--- src/rtl/fetch_sel_pkg.sv ---
package fetch_sel_pkg;
    typedef enum logic [2:0] {
        SRC_SEQ = 3'd0,
        SRC_EXC = 3'd1,
        SRC_EXE = 3'd2,
        SRC_DSP = 3'd3,
        SRC_DEC = 3'd4,
        SRC_BTC = 3'd5
    } fetch_src_e;

    function automatic logic [31:0] word_align(input logic [31:0] a);
        return {a[31:2], 2'b00};
    endfunction
endpackage

--- src/rtl/fetch_redirect_arb.sv ---
module fetch_redirect_arb
    import fetch_sel_pkg::*;
#(
    parameter int AW = 32
) (
    input  logic          clk,
    input  logic          rst,
    input  logic          exc_req,
    input  logic [AW-1:0] exc_vec,
    input  logic          mp_ex_req,
    input  logic [AW-1:0] mp_ex_tgt,
    input  logic          mp_dp_req,
    input  logic [AW-1:0] mp_dp_tgt,
    input  logic          mp_dc_req,
    input  logic [AW-1:0] mp_dc_tgt,
    input  logic          btc_hit,
    input  logic [AW-1:0] btc_tgt,
    input  logic          all_fit,
    output fetch_src_e    src,
    output logic          load,
    output logic [AW-1:0] load_addr,
    output logic          flush_q,
    output logic          flush_d
);
    typedef struct packed {
        fetch_src_e    src;
        logic          load;
        logic [AW-1:0] addr;
        logic          fq;
        logic          fd;
    } sel_t;

    sel_t sel_d;

    // Fixed ranking: the later a pipeline stage, the higher its recovery ranks
    always_comb begin
        sel_d = '{src: SRC_SEQ, load: 1'b0, addr: '0, fq: 1'b0, fd: 1'b0};
        if (exc_req) begin
            sel_d = '{src: SRC_EXC, load: 1'b1, addr: exc_vec, fq: 1'b1, fd: 1'b1};
        end else if (mp_ex_req) begin
            sel_d = '{src: SRC_EXE, load: 1'b1, addr: mp_ex_tgt, fq: 1'b1, fd: 1'b1};
        end else if (mp_dp_req) begin
            sel_d = '{src: SRC_DSP, load: 1'b1, addr: mp_dp_tgt, fq: 1'b1, fd: 1'b1};
        end else if (mp_dc_req) begin
            sel_d = '{src: SRC_DEC, load: 1'b1, addr: mp_dc_tgt, fq: 1'b1, fd: 1'b0};
        end else if (btc_hit && all_fit) begin
            sel_d = '{src: SRC_BTC, load: 1'b1, addr: btc_tgt, fq: 1'b0, fd: 1'b0};
        end
        sel_d.addr[1:0] = 2'b00;
    end

    assign src       = sel_d.src;
    assign load      = sel_d.load;
    assign load_addr = sel_d.addr;
    assign flush_q   = sel_d.fq;
    assign flush_d   = sel_d.fd;


    exc_top_chk: assert property (@(posedge clk) disable iff (rst)
        exc_req |-> (src == SRC_EXC && flush_d && flush_q));

    dec_keep_chk: assert property (@(posedge clk) disable iff (rst)
        (src == SRC_DEC) |-> (flush_q && !flush_d && !exc_req && !mp_ex_req && !mp_dp_req));

    btc_partial_chk: assert property (@(posedge clk) disable iff (rst)
        (btc_hit && !all_fit && !exc_req && !mp_ex_req && !mp_dp_req && !mp_dc_req)
        |-> (src == SRC_SEQ && !load));

    btc_noflush_chk: assert property (@(posedge clk) disable iff (rst)
        (src == SRC_BTC) |-> (!flush_q && !flush_d && btc_hit));
endmodule

--- src/rtl/fetch_queue_acct.sv ---
module fetch_queue_acct #(
    parameter int FETCH_W = 4,
    parameter int Q_DEPTH = 8,
    localparam int CNT_W  = $clog2(FETCH_W + 1),
    localparam int QCNT_W = $clog2(Q_DEPTH + 1)
) (
    input  logic              clk,
    input  logic              rst,
    input  logic              flush,
    input  logic              icache_valid,
    input  logic [CNT_W-1:0]  icache_cnt,
    input  logic [CNT_W-1:0]  deq_cnt,
    output logic [CNT_W-1:0]  take,
    output logic              all_fit,
    output logic [QCNT_W-1:0] count_q
);
    typedef struct packed {
        logic [QCNT_W-1:0] count;
    } qst_t;

    qst_t st_d, st_q;
    logic [QCNT_W-1:0] off_w, free_w, deq_w, fit_w;

    // Sizing depends only on state and cache inputs, never on flush
    always_comb begin
        off_w  = (icache_cnt > CNT_W'(FETCH_W)) ? QCNT_W'(FETCH_W) : QCNT_W'(icache_cnt);
        free_w = QCNT_W'(Q_DEPTH) - st_q.count;
    end

    assign all_fit = icache_valid && (off_w != '0) && (off_w <= free_w);

    always_comb begin
        st_d  = st_q;
        fit_w = '0;
        deq_w = (QCNT_W'(deq_cnt) > st_q.count) ? st_q.count : QCNT_W'(deq_cnt);
        if (flush) begin
            st_d.count = '0;
        end else begin
            if (icache_valid)
                fit_w = (off_w < free_w) ? off_w : free_w;
            st_d.count = st_q.count - deq_w + fit_w;
        end
    end

    always_ff @(posedge clk) begin
        if (rst) st_q <= '{count: '0};
        else     st_q <= st_d;
    end

    assign take    = CNT_W'(fit_w);
    assign count_q = st_q.count;


    q_bound_chk: assert property (@(posedge clk) disable iff (rst)
        count_q <= QCNT_W'(Q_DEPTH));

    flush_clear_chk: assert property (@(posedge clk) disable iff (rst)
        flush |=> (count_q == '0));

    take_fit_chk: assert property (@(posedge clk) disable iff (rst)
        (QCNT_W'(take) <= free_w) && (QCNT_W'(take) <= QCNT_W'(FETCH_W)));

    flush_notake_chk: assert property (@(posedge clk) disable iff (rst)
        (flush || !icache_valid) |-> (take == '0));
endmodule

--- src/rtl/fetch_pc_reg.sv ---
module fetch_pc_reg
    import fetch_sel_pkg::*;
#(
    parameter int          AW        = 32,
    parameter int          CNT_W     = 3,
    parameter logic [31:0] RESET_VEC = 32'h0000_0100
) (
    input  logic             clk,
    input  logic             rst,
    input  logic             load,
    input  logic [AW-1:0]    load_addr,
    input  logic [CNT_W-1:0] take,
    output logic [AW-1:0]    pc_q
);
    typedef struct packed {
        logic [AW-1:0] pc;
    } pcst_t;

    pcst_t st_d, st_q;
    localparam logic [AW-1:0] RST_PC = {RESET_VEC[AW-1:2], 2'b00};

    always_comb begin
        st_d = st_q;
        if (load) st_d.pc = load_addr;
        else      st_d.pc = st_q.pc + AW'({take, 2'b00});
    end

    always_ff @(posedge clk) begin
        if (rst) st_q <= '{pc: RST_PC};
        else     st_q <= st_d;
    end

    assign pc_q = st_q.pc;


    stall_hold_chk: assert property (@(posedge clk) disable iff (rst)
        (!load && take == '0) |=> $stable(pc_q));

    load_follow_chk: assert property (@(posedge clk) disable iff (rst)
        load |=> (pc_q[AW-1:2] == $past(load_addr[AW-1:2])));

    pc_align_chk: assert property (@(posedge clk) disable iff (rst)
        pc_q[1:0] == 2'b00);
endmodule

--- src/rtl/fetch_addr_sel.sv ---
module fetch_addr_sel
    import fetch_sel_pkg::*;
#(
    parameter int          FETCH_W   = 4,
    parameter int          Q_DEPTH   = 8,
    parameter logic [31:0] RESET_VEC = 32'h0000_0100,
    localparam int         AW        = 32,
    localparam int         CNT_W     = $clog2(FETCH_W + 1),
    localparam int         QCNT_W    = $clog2(Q_DEPTH + 1)
) (
    input  logic              clk,
    input  logic              rst,
    input  logic              exc_req,
    input  logic [AW-1:0]     exc_vec,
    input  logic              mp_ex_req,
    input  logic [AW-1:0]     mp_ex_tgt,
    input  logic              mp_dp_req,
    input  logic [AW-1:0]     mp_dp_tgt,
    input  logic              mp_dc_req,
    input  logic [AW-1:0]     mp_dc_tgt,
    input  logic              btc_hit,
    input  logic [AW-1:0]     btc_tgt,
    input  logic              icache_valid,
    input  logic [CNT_W-1:0]  icache_cnt,
    input  logic [CNT_W-1:0]  deq_cnt,
    output logic [AW-1:0]     fetch_pc,
    output logic [CNT_W-1:0]  fetch_take,
    output logic [QCNT_W-1:0] q_count,
    output logic              flush_queue,
    output logic              flush_decode,
    output logic [2:0]        redirect_src
);
    fetch_src_e        src_w;
    logic              load_w, fq_w, fd_w, all_fit_w;
    logic [AW-1:0]     addr_w;
    logic [CNT_W-1:0]  take_w;

    fetch_redirect_arb #(.AW(AW)) u_arb (
        .clk       (clk),
        .rst       (rst),
        .exc_req   (exc_req),
        .exc_vec   (exc_vec),
        .mp_ex_req (mp_ex_req),
        .mp_ex_tgt (mp_ex_tgt),
        .mp_dp_req (mp_dp_req),
        .mp_dp_tgt (mp_dp_tgt),
        .mp_dc_req (mp_dc_req),
        .mp_dc_tgt (mp_dc_tgt),
        .btc_hit   (btc_hit),
        .btc_tgt   (btc_tgt),
        .all_fit   (all_fit_w),
        .src       (src_w),
        .load      (load_w),
        .load_addr (addr_w),
        .flush_q   (fq_w),
        .flush_d   (fd_w)
    );

    fetch_queue_acct #(.FETCH_W(FETCH_W), .Q_DEPTH(Q_DEPTH)) u_q (
        .clk          (clk),
        .rst          (rst),
        .flush        (fq_w),
        .icache_valid (icache_valid),
        .icache_cnt   (icache_cnt),
        .deq_cnt      (deq_cnt),
        .take         (take_w),
        .all_fit      (all_fit_w),
        .count_q      (q_count)
    );

    fetch_pc_reg #(.AW(AW), .CNT_W(CNT_W), .RESET_VEC(RESET_VEC)) u_pc (
        .clk       (clk),
        .rst       (rst),
        .load      (load_w),
        .load_addr (addr_w),
        .take      (take_w),
        .pc_q      (fetch_pc)
    );

    assign fetch_take   = take_w;
    assign flush_queue  = fq_w;
    assign flush_decode = fd_w;
    assign redirect_src = src_w;


    late_flush_chk: assert property (@(posedge clk) disable iff (rst)
        ((mp_ex_req || mp_dp_req) && !exc_req) |-> (flush_queue && flush_decode));

    reset_state_chk: assert property (@(posedge clk)
        $past(rst) |-> (fetch_pc == {RESET_VEC[AW-1:2], 2'b00} && q_count == '0));
endmodule

--- config.mk ---
export PLATFORM = sky130hd
export DESIGN_NAME = fetch_addr_sel
export DESIGN_NICKNAME = d
export VERILOG_FILES = /design/src/rtl/fetch_sel_pkg.sv /design/src/rtl/fetch_redirect_arb.sv /design/src/rtl/fetch_queue_acct.sv /design/src/rtl/fetch_pc_reg.sv /design/src/rtl/fetch_addr_sel.sv
export SDC_FILE = /design/constraint.sdc
export NUM_CORES = 1
export LEC_CHECK = 0
export BUFFER_PORTS_ARGS = -buffer_cell sky130_fd_sc_hd__buf_2
export CORE_AREA = 2 2 93 95
export DETAILED_ROUTE_END_ITERATION = 10
export DIE_AREA = 0 0 95 97
export PLACE_DENSITY = 0.81
export SETUP_SLACK_MARGIN = 0.3
export SLEW_MARGIN = 20
export SYNTH_ARGS = -nofsm -noshare
export SYNTH_HDL_FRONTEND = slang
export SYNTH_SLANG_ARGS = --single-unit
--- constraint.sdc ---
create_clock -name clk -period 4.1 [get_ports clk]
set_clock_uncertainty 0.1 [all_clocks]
set_input_delay 0.615 -clock clk [delete_from_list [all_inputs] [get_ports clk]]
set_output_delay 0.615 -clock clk [all_outputs]
set_load 0.005 [all_outputs]
# Word level (Yosys, flattened, before mapping)
# Index checks and enable logic that the tools add are counted.
# W data, S select, Z words.
dict set report classes {
  n_addsub 4
  n_mul 0
  div_mod_pow 0
  order_cmp 4
  n_eq_ne 0
  shift 0
  muxes 12
  n_bitwise 0
  reduce_logical 6
}
# cell count
set op_table {}
lappend op_table {{$mux W38} 5}
lappend op_table {{$add A32 B5 Y32} 1}
lappend op_table {{$mux W32} 1}
lappend op_table {{$mux W4} 4}
lappend op_table {{$mux W3} 2}
lappend op_table {{$add A4 B4 Y4} 1}
lappend op_table {{$gt A3 B4 Y1} 1}
lappend op_table {{$le A4 B4 Y1} 1}
lappend op_table {{$lt A4 B4 Y1} 1}
lappend op_table {{$reduce_bool A4 Y1} 1}
lappend op_table {{$reduce_or A2 Y1} 2}
lappend op_table {{$sub A4 B4 Y4} 1}
lappend op_table {{$sub A4 B4 Y4 const A} 1}
lappend op_table {{$gt A3 B3 Y1 const B} 1}
lappend op_table {{$logic_and A1 B1 Y1} 3}
dict set report word_totals {
  register_bits 36
  latch_bits 0
  mem_bits_rw 0
  romBits 0
  input_bits 174
  elab_cells 29
  memories 0
}

# Logic depth before layout (Yosys ltp)
dict set report depth {
  ltp_word 15
  depth_mapped 16
  mapped_depth_nobuf 16
}

# Cells and area by module
# Synthesis repeated with hierarchy kept, for this count alone.
dict set report unflattened {
  hier_cells 504
  hier_area_um2 3883.7
}
# module n_inst cells_per_inst area_each_um2 seq_area_each_um2
set modules_own_cells {}
lappend modules_own_cells {fetch_pc_reg 1 223 1914.3 640.6}
lappend modules_own_cells {fetch_redirect_arb 1 198 1287.5 0.0}
lappend modules_own_cells {fetch_queue_acct 1 83 681.9 80.1}

# Worst setup path after synthesis
# No wires, ideal clock.
dict set report synth_path {
  path_type {register to register}
  startpoint {register u_q.st_q, in the netlist u_q.count_q[0]}
  endpoint {register u_pc.st_q, in the netlist u_pc.pc_q[29]}
  setup_ns 0.131
  t_arrival_ns 3.602
  required_ns 3.869
  path_slack_ns 0.267
  path_stages_with_launch 16
  n_path_buf 0
  synth_period_minus_slack_ns 3.833
  path_cell_list {dfxtp_1 -> inv_1 -> ha_1 -> xor2_1 -> ha_1 -> a21oi_1 -> a211oi_2 -> mux2i_1 -> and2_1 -> nor2b_1 -> ha_1 -> and3_1 -> o2111ai_2 -> nor4b_1 -> xnor2_1 -> o32ai_1}
}
dict set report synth_via {
  word_cells_on_any_way 16
  classes_between {2 x add/sub; 2 x order compare; 10 x mux; 2 x reduce/logical}
}
# item line_no
set synth_rtl {}
lappend synth_rtl {{start: declaration} fetch_queue_acct.sv:21} ;# qst_t st_d, st_q;
lappend synth_rtl {{start signal: assignment} fetch_queue_acct.sv:46} ;# if (rst) st_q <= '{count: '0};
lappend synth_rtl {{start signal: assignment} fetch_queue_acct.sv:47} ;# else st_q <= st_d;
lappend synth_rtl {{$sub A4 B4 Y4 *} fetch_queue_acct.sv:27} ;# free_w = QCNT_W'(Q_DEPTH) - st_q.count;
lappend synth_rtl {{$lt A4 B4 Y1} fetch_queue_acct.sv:40} ;# fit_w = (off_w < free_w) ? off_w : free_w;
lappend synth_rtl {{$mux W4 *} fetch_queue_acct.sv:40}
lappend synth_rtl {{$mux W4 *} fetch_queue_acct.sv:39} ;# if (icache_valid)
lappend synth_rtl {{$mux W4 *} fetch_queue_acct.sv:36} ;# if (flush) begin
lappend synth_rtl {{$mux W3 *} fetch_queue_acct.sv:36}
lappend synth_rtl {{via fetch_take[2]} fetch_addr_sel.sv:27} ;# output logic [CNT_W-1:0] fetch_take,
lappend synth_rtl {{$add A32 B5 Y32 *} fetch_pc_reg.sv:25} ;# else st_d.pc = st_q.pc + AW'({take, 2'b00});
lappend synth_rtl {{$mux W32 *} fetch_pc_reg.sv:24} ;# if (load) st_d.pc = load_addr;
lappend synth_rtl {{end signal: assignment} fetch_pc_reg.sv:29} ;# if (rst) st_q <= '{pc: RST_PC};
lappend synth_rtl {{end signal: assignment} fetch_pc_reg.sv:30} ;# else st_q <= st_d;
lappend synth_rtl {{end: declaration} fetch_pc_reg.sv:19} ;# pcst_t st_d, st_q;
# Mark *: on every way through the listed nets, which the timed path passes. The rest lies on a longest branch. The select of a mux whose other input is x is not followed.
# A chain may end at the register's enable or synchronous reset.

# Worst setup path in the final report
dict set report layout_path {
  startpoint {register u_q.st_q, in the netlist u_q.count_q[1]}
  endpoint {register u_pc.st_q, in the netlist u_pc.pc_q[30]}
}
dict set report layout_via {
  elab_chain_cells 10
  word_cells_on_any_way 16
  classes_between {2 x add/sub; 2 x order compare; 10 x mux; 2 x reduce/logical}
}
# item line_no
set layout_rtl {}
lappend layout_rtl {{$sub A4 B4 Y4 *} fetch_queue_acct.sv:27}
lappend layout_rtl {{parallel branches: the longest is 8 deep, another holds $add A32 B5 Y32} --}
lappend layout_rtl {{$mux W32 *} fetch_pc_reg.sv:24}
# Every way passes the cells marked *. The select of a mux whose other input is x is not followed.

==> impl_metrics.py <==
metrics = {
    "run_status": {
        "run_status": "completed",
    },
    "floorplan": {
        "rows": 33,
        "die_w_um": 95,
        "initial_core_util": 0.4402,
        "die_area_um2": 9215,
        "ios": 218,
        "die_h_um": 97,
        "core_region_area_um2": 8134,
    },
    "route": {
        "routed_via_density": 5.762,
        "drt_iter0_markers": 223,
        "routed_wl_um": 13640,
        "wl_per_cell_um": 17.49,
        "ant_nets": 0,
        "post-route-drc-count": 0,
        "num_vias": 4494,
        "dr.pass1.iters": 5,
    },
    "cells_and_area": {
        "multi_input_area_um2": 2790,
        "fillers": 703,
        "stdcell_count": 780,
        "nNetsFinal": 865,
        "design_area_um2": 5110,
        "drive_gt1_frac": 0.4065,
        "sequential_cell_area_um2": 683.2,
        "area_delta_synth_final_pct": 42.70,
    },
    "clock_network": {
        "clkTransAtPathRegs_ps": 80,
        "worstSkewPairLatency_ps": 300,
        "h-tree-depth": 2,
        "clock_path_buffers": 2,
        "cts_tree": "built",
        "cts.sinks": 34,
        "numCtsBuffers": 5,
        "cts-root-buf": "clkbuf_8",
    },
    "yosys": {
        "synth_cells": 472,
        "synthTopCellsByArea": "dfxtp_1, a22oi_1, nor2b_1",
        "netlist_area_um2": 3581,
        "syn_area_per_cell_um2": 7.587,
        "yosys_register_bits": 34,
        "yosysMostFrequentCell": "nand2_1",
        "synth_edf_count": 0,
        "synth_top_flop_cell": "dfxtp_1",
        "synth_common_cells": "nand2_1, dfxtp_1, nor2b_1, inv_1, o21ai_0",
        "synth.distinct_cells": 56,
        "yosysTopAreaCellShare": 0.1901,
        "yosysSeqAreaShare": 0.1901,
        "synth_top_area_cell": "dfxtp_1",
        "async_flop_share": 0,
        "yosys_warnings": 0,
    },
    "placement": {
        "dpl_worst_slack_ps": -10.30,
        "io_buffers": 205,
        "dp_cells": 755,
        "dp_hpwl_um": 10120,
        "placed_area_um2": 4661,
        "place.gp.congestion": 0.8821,
    },
    "sta": {
        "whs_ps": 485.5,
        "final.setup.worst_slack_ps": 382.2,
        "rsz0062_at_grt": "yes",
        "worst_pin_slew_ps": 1044,
        "setup_violations": 0,
        "fmax_mhz": 269.0,
        "final.min_clock_period_ps": 3718,
        "fin_crit_sh": 0.9068,
        "finalMaxSlewViolations": 0,
        "relSlewSlack": 0.2953,
        "finalHoldViolations": 0,
    },
    "grt": {
        "grt_pass1_vias": 4230,
        "grt_max_degree": 65,
        "grt_overflow_total": 0,
        "grt_use_total": 0.2852,
        "grt_pass1_wl_um": 20940,
        "antenna_found_initial": 0,
    },
    "critical_path": {
        "cp_data_required_time_ps": 4150,
        "startpoint_type": "flip-flop",
        "endpoint_kind": "flip-flop",
        "crit_arrival_ps": 3770,
        "crit_fanout": 5,
        "crit_type": "flip-flop to flip-flop",
    },
    "pwr": {
        "power_density_nw_per_um2": 228.4,
        "power_mw": 1.167,
        "peakVddDrop_mv": 0.1559,
        "power_leakage_nw": 2.280,
    },
    "worst_hold_path": {
        "worst_hold_path_type": "flip-flop to flip-flop",
    },
    "job": {
        "drv_cap": 0,
    },
}
==> worst max-delay path, cell delays in order, from the launching register on <==
cell,delay (ps)
dfxtp_2,340
inv_2,50
ha_4,170
xor2_4,160
ha_4,290
nand3b_1,150
a211oi_4,320
buf_6,140
a21oi_2,70
nor3b_2,250
ha_2,250
fa_2,220
a21o_1,210
nand4_1,130
buf_6,170
nor4_2,290
xnor2_1,160
o32ai_1,100
==> sequential cells by signal, summed over array words and instances (netlist names) <==
name	cells
u_q.count_q	4
u_pc.pc_q	30
==> logic make-up after synthesis <==
kind of cell	count (synthesis)	share of synthesized area
AOI/OAI and AO/OA	157	0.3232
and+or+nand+nor	156	0.2369
buffers and inverters	69	0.08525
DFF	34	0.1901
xor gates and xnor gates	32	0.07827
adders and majority gates	18	0.07128
muxes	5	0.01398
other	1	0.001047
==> cells in the final DEF (no fill, tap or decap), types with 18 or more instances in the layout <==
| master | count |
|---|---|
| a22oi_1 | 28 |
| buf_2 | 205 |
| buf_4 | 22 |
| dfxtp_1 | 32 |
| inv_1 | 28 |
| nand2_1 | 44 |
| nand2b_1 | 18 |
| nor2b_1 | 28 |
| o21ai_0 | 30 |
| o32ai_1 | 21 |
| xnor2_1 | 18 |
==> per-stage QoR <==
stage | TNS [ps] | utilization
finish | 0 | 0.6282
floorplan | 0 | -
global route | 0 | 0.6279
detailed placement | -10.30 | 0.5730
CTS | 0 | 0.6056
global placement | 0 | 0.5730
==> final cells by class <==
type	instances	share of cell area
multi-input combinational	370	0.5460
timing repair buffer	232	0.2441
sequential	34	0.1337
tap	105	0.02571
inverter	30	0.02204
clock buffer	6	0.01616
clock inverter	2	0.01175
antenna	1	0.0004897
==> final timing paths <==
kind,start,to,slack (ps),cells past startpoint
worst max-delay path,u_q.count_q[1]$_SDFF_PP0_,u_pc.pc_q[30]$_SDFF_PP0_,380,17
worst min-delay path,u_pc.pc_q[31]$_SDFF_PP0_,u_pc.pc_q[31]$_SDFF_PP0_,490,2
worst max register to register,u_q.count_q[1]$_SDFF_PP0_,u_pc.pc_q[30]$_SDFF_PP0_,380,17
worst min register to register,u_pc.pc_q[31]$_SDFF_PP0_,u_pc.pc_q[31]$_SDFF_PP0_,490,2
==> timing repair <==
item	CTS	global route
hold buffers	0	0
setup buffers	7	9
hold endpoints to repair	0	0
resized for setup	14	23
setup endpoints to repair	18	27
cloned	0	0
pin swaps	8	14
==> report_power, final <==
| part | switching (mW) | internal (mW) |
|---|---|---|
| sequential | 0.0327 | 0.355 |
| clock | 0.139 | 0.260 |
| combinational | 0.188 | 0.192 |
| total | 0.360 | 0.807 |
==> metal layers <==
layer  part of all wire  routed length [um]  track usage
met3              0.075                1027      0.05452
met2               0.50                6789       0.4910
met5                  0                   0            0
met4              0.020                 272      0.09253
met1               0.41                5554       0.3522
Note: power is estimated with default switching activity, not from simulation.
